### src/rtl/iowin_cfg_regs.sv
module iowin_cfg_regs #(
  parameter bit          GRAN_1K   = 1'b0,
  parameter logic [15:0] STAT_IMPL = 16'hF900
) (
  input  logic        clk,
  input  logic        rst_n,
  input  logic        cfg_wr,
  input  logic        cfg_sel,
  input  logic [3:0]  cfg_be,
  input  logic [31:0] cfg_wdata,
  output logic [31:0] cfg_rdata,
  input  logic [15:0] stat_evt,
  input  logic [31:0] io_addr,
  output logic        io_hit
);
  localparam logic [7:0] WIN_MASK = GRAN_1K ? 8'hFC : 8'hF0;

  logic [7:0]  base_q, lim_q;
  logic [15:0] stat_q;
  logic [31:0] up_q;

  logic        wr_lo, wr_up;
  logic [15:0] clr_vec, set_vec;
  logic [31:0] win_lo, win_hi;

  assign wr_lo   = cfg_wr & ~cfg_sel;
  assign wr_up   = cfg_wr &  cfg_sel;
  assign clr_vec = {{8{wr_lo & cfg_be[3]}}, {8{wr_lo & cfg_be[2]}}} & cfg_wdata[31:16];
  assign set_vec = stat_evt & STAT_IMPL;

  always_ff @(posedge clk) begin
    if (!rst_n) begin
      base_q <= '0;
      lim_q  <= '0;
      stat_q <= '0;
      up_q   <= '0;
    end else begin
      if (wr_lo && cfg_be[0]) base_q <= cfg_wdata[7:0]  & WIN_MASK;
      if (wr_lo && cfg_be[1]) lim_q  <= cfg_wdata[15:8] & WIN_MASK;
      stat_q <= (stat_q & ~clr_vec) | set_vec;
      for (int i = 0; i < 4; i++)
        if (wr_up && cfg_be[i]) up_q[8*i +: 8] <= cfg_wdata[8*i +: 8];
    end
  end

  assign cfg_rdata = cfg_sel ? up_q : {stat_q, lim_q, base_q};

  assign win_lo = {up_q[15:0],  base_q,             8'h00};
  assign win_hi = {up_q[31:16], lim_q | ~WIN_MASK,  8'hFF};
  assign io_hit = (io_addr >= win_lo) && (io_addr <= win_hi);

  a_r3_base_lane_held: assert property (@(posedge clk) disable iff (!rst_n)
    !(cfg_wr && !cfg_sel && cfg_be[0]) |=> $stable(base_q));

  a_r3_limit_lane_held: assert property (@(posedge clk) disable iff (!rst_n)
    !(cfg_wr && !cfg_sel && cfg_be[1]) |=> $stable(lim_q));

  a_r4_upper_held: assert property (@(posedge clk) disable iff (!rst_n)
    !(cfg_wr && cfg_sel) |=> $stable(up_q));

  a_r5_set_wins: assert property (@(posedge clk) disable iff (!rst_n)
    (set_vec != 16'h0) |=> ((stat_q & $past(set_vec)) == $past(set_vec)));

  a_r2_clear_takes: assert property (@(posedge clk) disable iff (!rst_n)
    (clr_vec != 16'h0) |=> ((stat_q & $past(clr_vec & ~set_vec)) == 16'h0));

  a_r7_unimpl_zero: assert property (@(posedge clk) disable iff (!rst_n)
    !cfg_sel |-> ((cfg_rdata[31:16] & ~STAT_IMPL) == 16'h0));

  a_r9_disabled_no_hit: assert property (@(posedge clk) disable iff (!rst_n)
    (up_q[15:0] > up_q[31:16]) |-> !io_hit);
endmodule

### config.mk
export PLATFORM = sky130hd
export DESIGN_NAME = iowin_cfg_regs
export DESIGN_NICKNAME = d
export VERILOG_FILES = /design/src/rtl/iowin_cfg_regs.sv
export SDC_FILE = /design/constraint.sdc
export NUM_CORES = 1
export LEC_CHECK = 0
export BUFFER_PORTS_ARGS = -buffer_cell sky130_fd_sc_hd__buf_4
export CAP_MARGIN = 30
export CORE_UTILIZATION = 50
export DETAILED_ROUTE_END_ITERATION = 7
export PLACE_DENSITY_LB_ADDON = 0.12
export SYNTH_ARGS = -nofsm -noshare
export SYNTH_HDL_FRONTEND = slang
export SYNTH_SLANG_ARGS = --single-unit
### constraint.sdc
create_clock -name clk -period 2.87 [get_ports clk]
set_clock_uncertainty 0.05 [all_clocks]
set_input_delay 0.287 -clock clk [delete_from_list [all_inputs] [get_ports clk]]
set_output_delay 0.287 -clock clk [all_outputs]
set_load 0.02 [all_outputs]
Word-level counts from Yosys, hierarchy flattened --
Index checks and enable logic that the tools add are counted. Widths: inputs -> output; s select.
Storage, ports and cells: word-level logic and storage cells 26, bits in registers 56
Operators by class: muxes and demuxes 1, magnitude comparators 2, bitwise operators 9, reductions and logical operators 7
Operators with widths (number):
- $and 16x16->16 | 2
- $ge 32x32->1 | 1
- $le 32x32->1 | 1
- $mux 32 | 1
- $not 16->16 | 1
- $or 16x16->16 | 1
- $logic_and 1x1->1 | 7
- $and 1x1->1 | 4
- $not 1->1 | 1

Logic depth before layout (Yosys ltp) --
Gate-level depths: netlist (run 1).
depth in word-level cells 7, mapped depth 7, gate-level depth less buffers 7

Least setup slack after synthesis (run 1) --
No wires, ideal clock.
path type reg-to-output, from reg base_q[6], to out io_hit, arrival 1825 ps, required time 2533 ps, cell stages (with the launch flop) 8, slack 708 ps, path through dfxtp_1 -> inv_1 -> ha_1 -> nor4b_2 -> nand4_1 -> a311o_1 -> a2111oi_2 -> o32a_2
On the way: word-level cells in the longest chain between the ends 2
Ends and longest elaborated chain:
- start: declaration | line 18 | logic [7:0] base_q, lim_q;
- start signal: assignment | line 38 | if (wr_lo && cfg_be[0]) base_q <= cfg_wdata[7:0] & WIN_MASK;
- $ge 32x32->1 | line 50 | assign io_hit = (io_addr >= win_lo) && (io_addr <= win_hi);
- $logic_and 1x1->1 | line 50
- end: declaration | line 14 | output logic io_hit
No other way between the ends.

Worst setup path after layout (run 1) --
from reg up_q[29], to out io_hit
On the way: word-level cells in the longest chain between the ends 2
Ends and longest elaborated chain:
- start: declaration | line 20 | logic [31:0] up_q;
- start signal: indexed assignment | line 42 | if (wr_up && cfg_be[i]) up_q[8*i +: 8] <= cfg_wdata[8*i +: 8];
- $le 32x32->1 | line 50
- $logic_and 1x1->1 | line 50
No other way between the ends.

==> results.cfg, run 1 <==
[synth]
synth-edff-count = 0
netlist-cell-type-count = 27
synth_cells = 395
synthTopCellsByArea = dfxtp_1 (33%), ha_1 (15%), mux2i_1 (9.4%)
netlist_top_cells_count = dfxtp_1 (56), nand2_1 (43), inv_1 (41)
synth_top_area_share_pct = 32.9
synth-main-ff-cell = dfxtp_1
post-synth-top-count-cell = dfxtp_1
async_flop_share_pct = 0
synth.avg_cell_area_sq_um = 8.63
syn_nets = 523
yosys_warnings = 0
seq_area_frac_synth_pct = 32.9
ys_seq_elements = 56
synth_top_cell_by_area = dfxtp_1
synth_area_sq_um = 3410

[drt]
first_pass_iters = 8
num_vias = 3043
drc = 5
routed_wl_mm = 8.00
drtIter0Drc = 125
vias_per_cell = 5.28
wl_per_cell_microns = 13.9
antenna_left = 0

[clock_network]
cts.sinks = 56
clk_path_buf_depth = 2
h-tree-depth = 2
cts_hold_buf = 0
cts.clk_slew.worst_paths_ps = 100
cts_resized = 0
cts_inserted_buffers = 5
cts_root_buf = clkbuf_8
cts_tree = yes
clock_latency_ps = 300
post_cts_buffers = 0

[setup_path]
critPathRequiredTime_ps = 2530
cp_cell_sequence = inv_1 > ha_1 > a21oi_1 > o21ai_0 > or4_1 > nor3_1 > o32a_2 > buf_4
crit_path_top_delay_cell = or4_1
r2r_slack_ps = 2100
crit_type = flip-flop to output port
crit_path_max_incr_delay_ps = 540
path_buf_inv = 2
setup.worst_path.start_class = flip-flop
worstSetupEndpointType = output port
crit_fanout = 3
crit_arrival_ps = 2360
cp_top_family = simple AND/OR/NAND/NOR gates

[global_route]
track_usage_pct = 23.0
grt_overflow = 0
grt_max_degree = 57
grt_pass1_wl_mm = 13.4
antenna_found_initial = 0
grt_pass1_vias = 3047

[run_status]
outcome = finished, violations left
violations = design-rule violations

[placed_design]
port_buffers = 110
place_hpwl_mm = 6.25
gp_congestion = 0.819

[flow_run]
max_cap_violations = 0

[final_layout]
fill_cells = 560
area_delta_synth_final_pct = 28.5
drive_above_1_share_pct = 27.9
multi_input_area_sq_um = 2080
num_antenna_cells = 0
fin_util_pct = 67.8
register_area_sq_um = 1120
fin_nets = 626

[timing]
fin_crit_ps = 2700
tightestPinTransition_ps = 552
finalHoldViolations = 0
post-route-period-util_pct = 94.1
setup-violations-final = 0
slew_violations = 0
max_freq_mhz = 370
final.setup.tns_ps = 0
max_slew_margin_pct = 63.1
rsz0062_at_grt = false

[hold_path]
min-delay-path-class = input pin to flip-flop

[floorplanning]
die_w_microns = 84.6
core_sq_um = 6460
row_count = 29
dieArea_sq_um = 7150
io_pins = 121
start_util_pct = 52.8
die_y_microns = 84.6

[power]
leakagePower_nw = 2.05
ir_drop_mv = 0.205
power_density_nw_per_um2 = 374
## power by group
group	switching [mW]	total [mW]	internal [mW]	leakage (nW)
clock network	0.258	0.456	0.198	0.0516
registers	0.0158	0.818	0.802	0.456
logic	0.176	0.364	0.188	1.54
total	0.450	1.64	1.19	2.05
## cells by family (layout without fill, tap and decap cells)
| logic type | count (synthesis) | after routing | share of synthesized area [%] |
|---|---|---|---|
| adders and majority gates | 40 | 40 | 14.7 |
| muxes | 49 | 49 | 15.0 |
| DFF | 56 | 56 | 32.9 |
| AOI/OAI and AO/OA | 59 | 59 | 10.4 |
| and+or+nand+nor | 135 | 135 | 20.8 |
| buffers and inverters | 56 | 160 | 6.17 |
## state kept, by name, summed over array words and instances, names as in the netlist
| signal | count |
|---|---|
| up_q | 32 |
| lim_q | 4 |
| base_q | 4 |
| stat_q | 16 |
## cell usage in the layout (no fill, tap or decap), drive strengths merged, types with 2 or more instances in the layout
| master | netlist | final |
|---|---|---|
| nand4 | 12 | 12 |
| nand3 | 14 | 14 |
| dfxtp | 56 | 56 |
| nor2 | 7 | 7 |
| inv | 41 | 42 |
| ha | 40 | 40 |
| nor4 | 2 | 2 |
| buf | 0 | 111 |
| o21ai | 13 | 13 |
| and2 | 10 | 10 |
| nor3 | 4 | 4 |
| nand2 | 43 | 43 |
| mux2 | 17 | 17 |
| a21oi | 29 | 29 |
| a21o | 3 | 3 |
| a21boi | 8 | 8 |
| clkbuf | 15 | 6 |
| mux2i | 32 | 32 |
| nor2b | 40 | 40 |
## layout make-up
type,count,share of cell area [%]
Clock buffer,6,1.89
Clock inverter,2,0.314
Inverter,41,3.52
Multi-Input combinational cell,283,47.4
Sequential cell,56,25.6
Tap cell,77,2.20
Timing Repair Buffer,111,19.0
## metrics by stage
step / hold slack [ps] / cells / instance area (sq um) / worst slack, ps / total power, mW
global route: 75.9 / 576 / 4380 / 24.7 / 1.73
global placement: 366 / 568 / 4280 / 452 / 1.19
finish: 94.5 / 576 / 4380 / 169 / 1.64
CTS: 83.9 / 576 / 4380 / 108 / 1.65
detailed placement: 370 / 568 / 4280 / 415 / 1.20
floorplan: 324 / 395 / 3410 / 708 / 1.03
## worst paths after layout
check,start,endpoint,depth (start not counted)
setup / recovery,up_q[29],io_hit,8
hold / removal,cfg_wdata[25],stat_q[9],2
setup reg to reg,up_q[15],up_q[15],2
hold reg to reg,stat_q[3],stat_q[3],2
## per-layer routing
metal  global-route usage (%)  vias to the layer above  wire (microns)
li1                         -                     1562               -
met1                     28.4                     1408            3570
met2                     42.0                       69            4010
met3                     3.64                        4             368
met4                     5.24                        0              48
met5                        0                        -               0
## worst register-to-register path, cell delays in order (launching register included)
cell and delay [ps]:
dfxtp_1 340, mux2i_1 190, nor2b_1 80
Note: power is estimated with default switching activity, not from simulation.
==> run 2: changes to the inputs <==
--- a/config.mk
+++ b/config.mk
@@ -10,6 +10,7 @@
 export CORE_UTILIZATION = 50
 export DETAILED_ROUTE_END_ITERATION = 7
 export PLACE_DENSITY_LB_ADDON = 0.12
+export RECOVER_POWER = 100
 export SYNTH_ARGS = -nofsm -noshare
 export SYNTH_HDL_FRONTEND = slang
 export SYNTH_SLANG_ARGS = --single-unit
==> run 2 against run 1 <==
Worst setup slack improved by 9.3 ps. Via count barely moved. Largest power group unchanged. Critical path type unchanged. First-iteration DRC count fell by 11%. Hold slack improved by 0.51 ps. Count of clock-buffer cells in the layout did not move. The flow still finishes with violations (design-rule violations). Total power fell by 0.87%. Fmax rose by 0.34%. Clock power barely moved. Wire length rose by 0.13%.
==> results.cfg, run 2 (synthesized netlist as in run 1, its figures left out) <==
[hold_path]
min-delay-path-class = input pin to flip-flop

[timing]
finalHoldViolations = 0
max_freq_mhz = 371
post-route-period-util_pct = 93.8
setup-violations-final = 0
max_slew_margin_pct = 36.7
final.setup.tns_ps = 0
fin_crit_ps = 2690
rsz0062_at_grt = false
tightestPinTransition_ps = 949
slew_violations = 0
worst_slack_ps = 178

[clock_network]
cts.sinks = 56
cts_inserted_buffers = 5
post_cts_buffers = 0
cts_resized = 0
cts_root_buf = clkbuf_8
cts_tree = yes
clk_path_buf_depth = 2
cts.clk_slew.worst_paths_ps = 100
cts_hold_buf = 0
clock_latency_ps = 300
h-tree-depth = 2

[power]
p_clk_share_pct = 28.0
ir_drop_mv = 0.204
pwr-share-seq_pct = 50.3
power_density_nw_per_um2 = 380
p_comb_share_pct = 21.7
p_switching_uw = 448
switching_share_pct = 27.6
cell_internal_pwr_mw = 1.18
leakagePower_nw = 1.93

[drt]
vias_per_cell = 5.29
wl_per_cell_microns = 13.9
routed_wl_mm = 8.01
num_vias = 3045
antenna_left = 0
first_pass_iters = 8
drc = 5
drtIter0Drc = 111

[global_route]
grt_max_degree = 57
grt_pass1_vias = 3047
antenna_found_initial = 0
grt_overflow = 0
track_usage_pct = 23.0
grt_pass1_wl_mm = 13.4

[placed_design]
gp_congestion = 0.819
place_hpwl_mm = 6.25
placed_cells = 568
port_buffers = 110
place_ws_ps = 415

[floorplanning]
dieArea_sq_um = 7150
die_w_microns = 84.6
core_sq_um = 6460
row_count = 29
start_util_pct = 52.8
die_y_microns = 84.6
io_pins = 121

[run_status]
violations = design-rule violations
outcome = finished, violations left

[setup_path]
crit_fanout = 3
crit_path_top_delay_cell = or4_1
setup.worst_path.start_class = flip-flop
cp_top_family = simple AND/OR/NAND/NOR gates
path_buf_inv = 2
worstSetupEndpointType = output port
crit_path_max_incr_delay_ps = 540
cp_cell_sequence = inv_1 > ha_1 > a21oi_1 > o21ai_0 > or4_1 > nor3_1 > o32a_2 > buf_4
crit_arrival_ps = 2360
crit_type = flip-flop to output port
critPathRequiredTime_ps = 2530

[final_layout]
area_delta_synth_final_pct = 25.3
top_regs = up_q: 32 flops, stat_q: 16 flops
fin_nets = 626
final_cell_mix = buf_4 (82), dfxtp_1 (56), nand2_1 (43)
num_antenna_cells = 0
layout_commonest_cell = buf_4
largest_register_ff_count = 32
final_cells = 576
drive_above_1_share_pct = 22.2
regMostFlops = up_q

[flow_run]
max_cap_violations = 0
run 2: path summary, 6_finish.rpt:
| path | slack (ps) | startpoint | end | depth (start not counted) |
|---|---|---|---|---|
| hold / removal | 90 | cfg_wdata[25] | stat_q[9] | 2 |
| setup reg to reg | 2100 | up_q[15] | up_q[15] | 2 |
| setup / recovery | 180 | up_q[29] | io_hit | 8 |
| hold reg to reg | 380 | stat_q[3] | stat_q[3] | 2 |
run 2: cell type report:
cell class,instances,area (sq um)
flip-flops and latches,56,1120
fillers,587,2190
inverters,41,154
repair buffers,111,726
multi-input cells,283,2080
clock inverters,2,13.8
well taps,77,96.3
clock buffers,6,82.6
run 2: per-stage QoR:
step                total power, mW  hold WS (ps)  utilization (%)  cell area, sq um
floorplan                      1.03           324                -              3410
global placement               1.19           366             66.3              4280
detailed placement             1.20           370             66.3              4280
CTS                            1.65          83.9             67.8              4380
global route                   1.72          75.9             66.1              4270
finish                         1.62          95.0             66.1              4270
run 2: worst reg2reg max path, delay by kind of cell (launching register included):
kind,cells,cell delay [ps]
flops,1,340
mux,1,190
simple gates,1,80
run 2: metal layers:
| layer | vias up | global-route usage, % | part of all wire (%) |
|---|---|---|---|
| li1 | 1560 | - | - |
| met1 | 1401 | 28.4 | 45 |
| met2 | 76 | 42.0 | 50 |
| met3 | 8 | 3.64 | 4.6 |
| met4 | 0 | 5.24 | 0.75 |
| met5 | - | 0 | 0 |
run 2: power by group through the flow:
stage	logic (mW)	clock network [mW]	registers (mW)
6_report	0.352	0.454	0.818
5_1_grt	0.393	0.503	0.822
4_1_cts	0.366	0.470	0.818
3_5_place_dp	0.364	0	0.836
3_3_place_gp	0.352	0	0.835
2_1_floorplan	0.201	0	0.831
==> run 3: changes to the inputs <==
--- a/config.mk
+++ b/config.mk
@@ -7,7 +7,7 @@
 export LEC_CHECK = 0
 export BUFFER_PORTS_ARGS = -buffer_cell sky130_fd_sc_hd__buf_4
 export CAP_MARGIN = 30
-export CORE_UTILIZATION = 50
+export CORE_UTILIZATION = 40
 export DETAILED_ROUTE_END_ITERATION = 7
 export PLACE_DENSITY_LB_ADDON = 0.12
 export RECOVER_POWER = 100
==> run 3 against run 2 <==
The run now ends clean. Cell area is 0.79% higher. Worst setup slack worse by 12 ps. Combinational power hardly changed. Non-clock buffer count stayed put. Sequential share of layout area is 0.21 points lower. Total power is 1.1% lower. Fmax is 0.46% lower. Die area is 24% higher. Clock power is 4% lower. Largest cell class unchanged. Largest power group unchanged.
==> results.cfg, run 3 (synthesized netlist as in run 1, its figures left out) <==
[clock_network]
cts_inserted_buffers = 5
clk_path_buf_depth = 2
cts.sinks = 56
cts_tree = yes
cts.clk_slew.worst_paths_ps = 100
h-tree-depth = 2
cts_root_buf = clkbuf_8
clock_latency_ps = 310

[setup_path]
crit_type = flip-flop to output port
crit_arrival_ps = 2370
crit_fanout = 3
setup.worst_path.start_class = flip-flop
critPathRequiredTime_ps = 2530
worstSetupEndpointType = output port

[final_layout]
fin_util_pct = 52.4
fill_cells = 863
layout_commonest_cell = buf_4
largest_register_ff_count = 32
final_cell_mix = buf_4 (83), dfxtp_1 (56), nand2_1 (43)
fin_nets = 626
area_delta_synth_final_pct = 26.3
top_regs = up_q: 32 flops, stat_q: 16 flops
regMostFlops = up_q
drive_above_1_share_pct = 22.2
num_antenna_cells = 0

[hold_path]
min-delay-path-class = input pin to flip-flop

[global_route]
grt_pass1_vias = 2996
grt_use_met2_pct = 34.1
use_met3_pct = 4.13
use_met1_pct = 23.1
grt_pass1_wl_mm = 13.4
grt_busiest_layer = met2
track_usage_pct = 19.3
antenna_found_initial = 0
grt_overflow = 0
grt_max_degree = 57

[power]
power_density_nw_per_um2 = 373
switching_share_pct = 28.2
p_switching_uw = 452
p_comb_share_pct = 22.0
p_clk_share_pct = 27.1
cell_internal_pwr_mw = 1.15
pwr-share-seq_pct = 50.9
leakagePower_nw = 1.92
ir_drop_mv = 0.188

[drt]
first_pass_iters = 4
antenna_left = 0
wl_per_cell_microns = 13.6
num_vias = 3021
drc = 0
vias_per_cell = 5.00
routed_wl_mm = 8.24
drtIter0Drc = 77

[timing]
post-route-period-util_pct = 94.2
rsz0062_at_grt = false
max_freq_mhz = 370
setup-violations-final = 0
fin_hold_ws_ps = 92.4
final.setup.tns_ps = 0
finalHoldViolations = 0
fin_crit_ps = 2700
slew_violations = 0
max_slew_margin_pct = 35.2
tightestPinTransition_ps = 971

[floorplanning]
core_sq_um = 8220
row_count = 33
die_y_microns = 94.3
dieArea_sq_um = 8890
die_w_microns = 94.3
start_util_pct = 41.5
io_pins = 121

[placed_design]
port_buffers = 110
place_hpwl_mm = 6.47
gp_congestion = 0.792

[run_status]
outcome = completed

[flow_run]
max_cap_violations = 0
[run 3: metal layers]
metal / wire length [microns] / share of wire, %
met5: 0 / 0
met2: 4030 / 49
met3: 421 / 5.1
met4: 115 / 1.4
met1: 3680 / 45
[run 3: power by group through the flow]
| stage | sequential, mW | clock [mW] | combinational [mW] |
|---|---|---|---|
| after detailed placement | 0.836 | 0 | 0.365 |
| final | 0.817 | 0.436 | 0.353 |
| after CTS | 0.818 | 0.457 | 0.367 |
| after floorplan | 0.831 | 0 | 0.201 |
| after global placement | 0.835 | 0 | 0.357 |
| after global routing | 0.822 | 0.484 | 0.395 |
[run 3: area by class of cell]
type / count / area (sq um) / area share [%]
inverter: 41 / 154 / 3.58
timing repair buffer: 111 / 729 / 16.9
tap: 105 / 131 / 3.05
sequential: 56 / 1120 / 26.0
clock buffer: 7 / 76.3 / 1.77
multi-input combinational: 283 / 2080 / 48.4
clock inverter: 1 / 8.76 / 0.203
[run 3: final timing paths]
kind | cells past startpoint | end | start | slack, ps
max | 8 | io_hit | up_q[29] | 170
min | 2 | stat_q[1] | cfg_wdata[17] | 90
max reg2reg | 2 | base_q[4] | base_q[4] | 2160
min reg2reg | 2 | stat_q[4] | stat_q[4] | 380
[run 3: timing repair]
item,CTS,global route
hold buffers,0,0
endpoints found under the setup margin,0,1
resized for setup,0,1
setup buffers,0,0
[run 3: through the flow]
stage,std cells,worst slack (ps),power (mW),area [sq um]
2_1_floorplan,395,708,1.03,3410
3_3_place_gp,596,460,1.19,4320
3_5_place_dp,596,463,1.20,4320
4_1_cts,604,127,1.64,4400
5_1_grt,604,41.3,1.70,4300
6_report,604,165,1.61,4300
[run 3: worst max-delay path, cell delays in order (launching register included)]
cell,delay (ps)
dfxtp_1,380
inv_1,60
ha_1,280
a21oi_1,150
o21ai_0,110
or4_1,570
nor3_1,220
o32a_2,160
buf_4,130
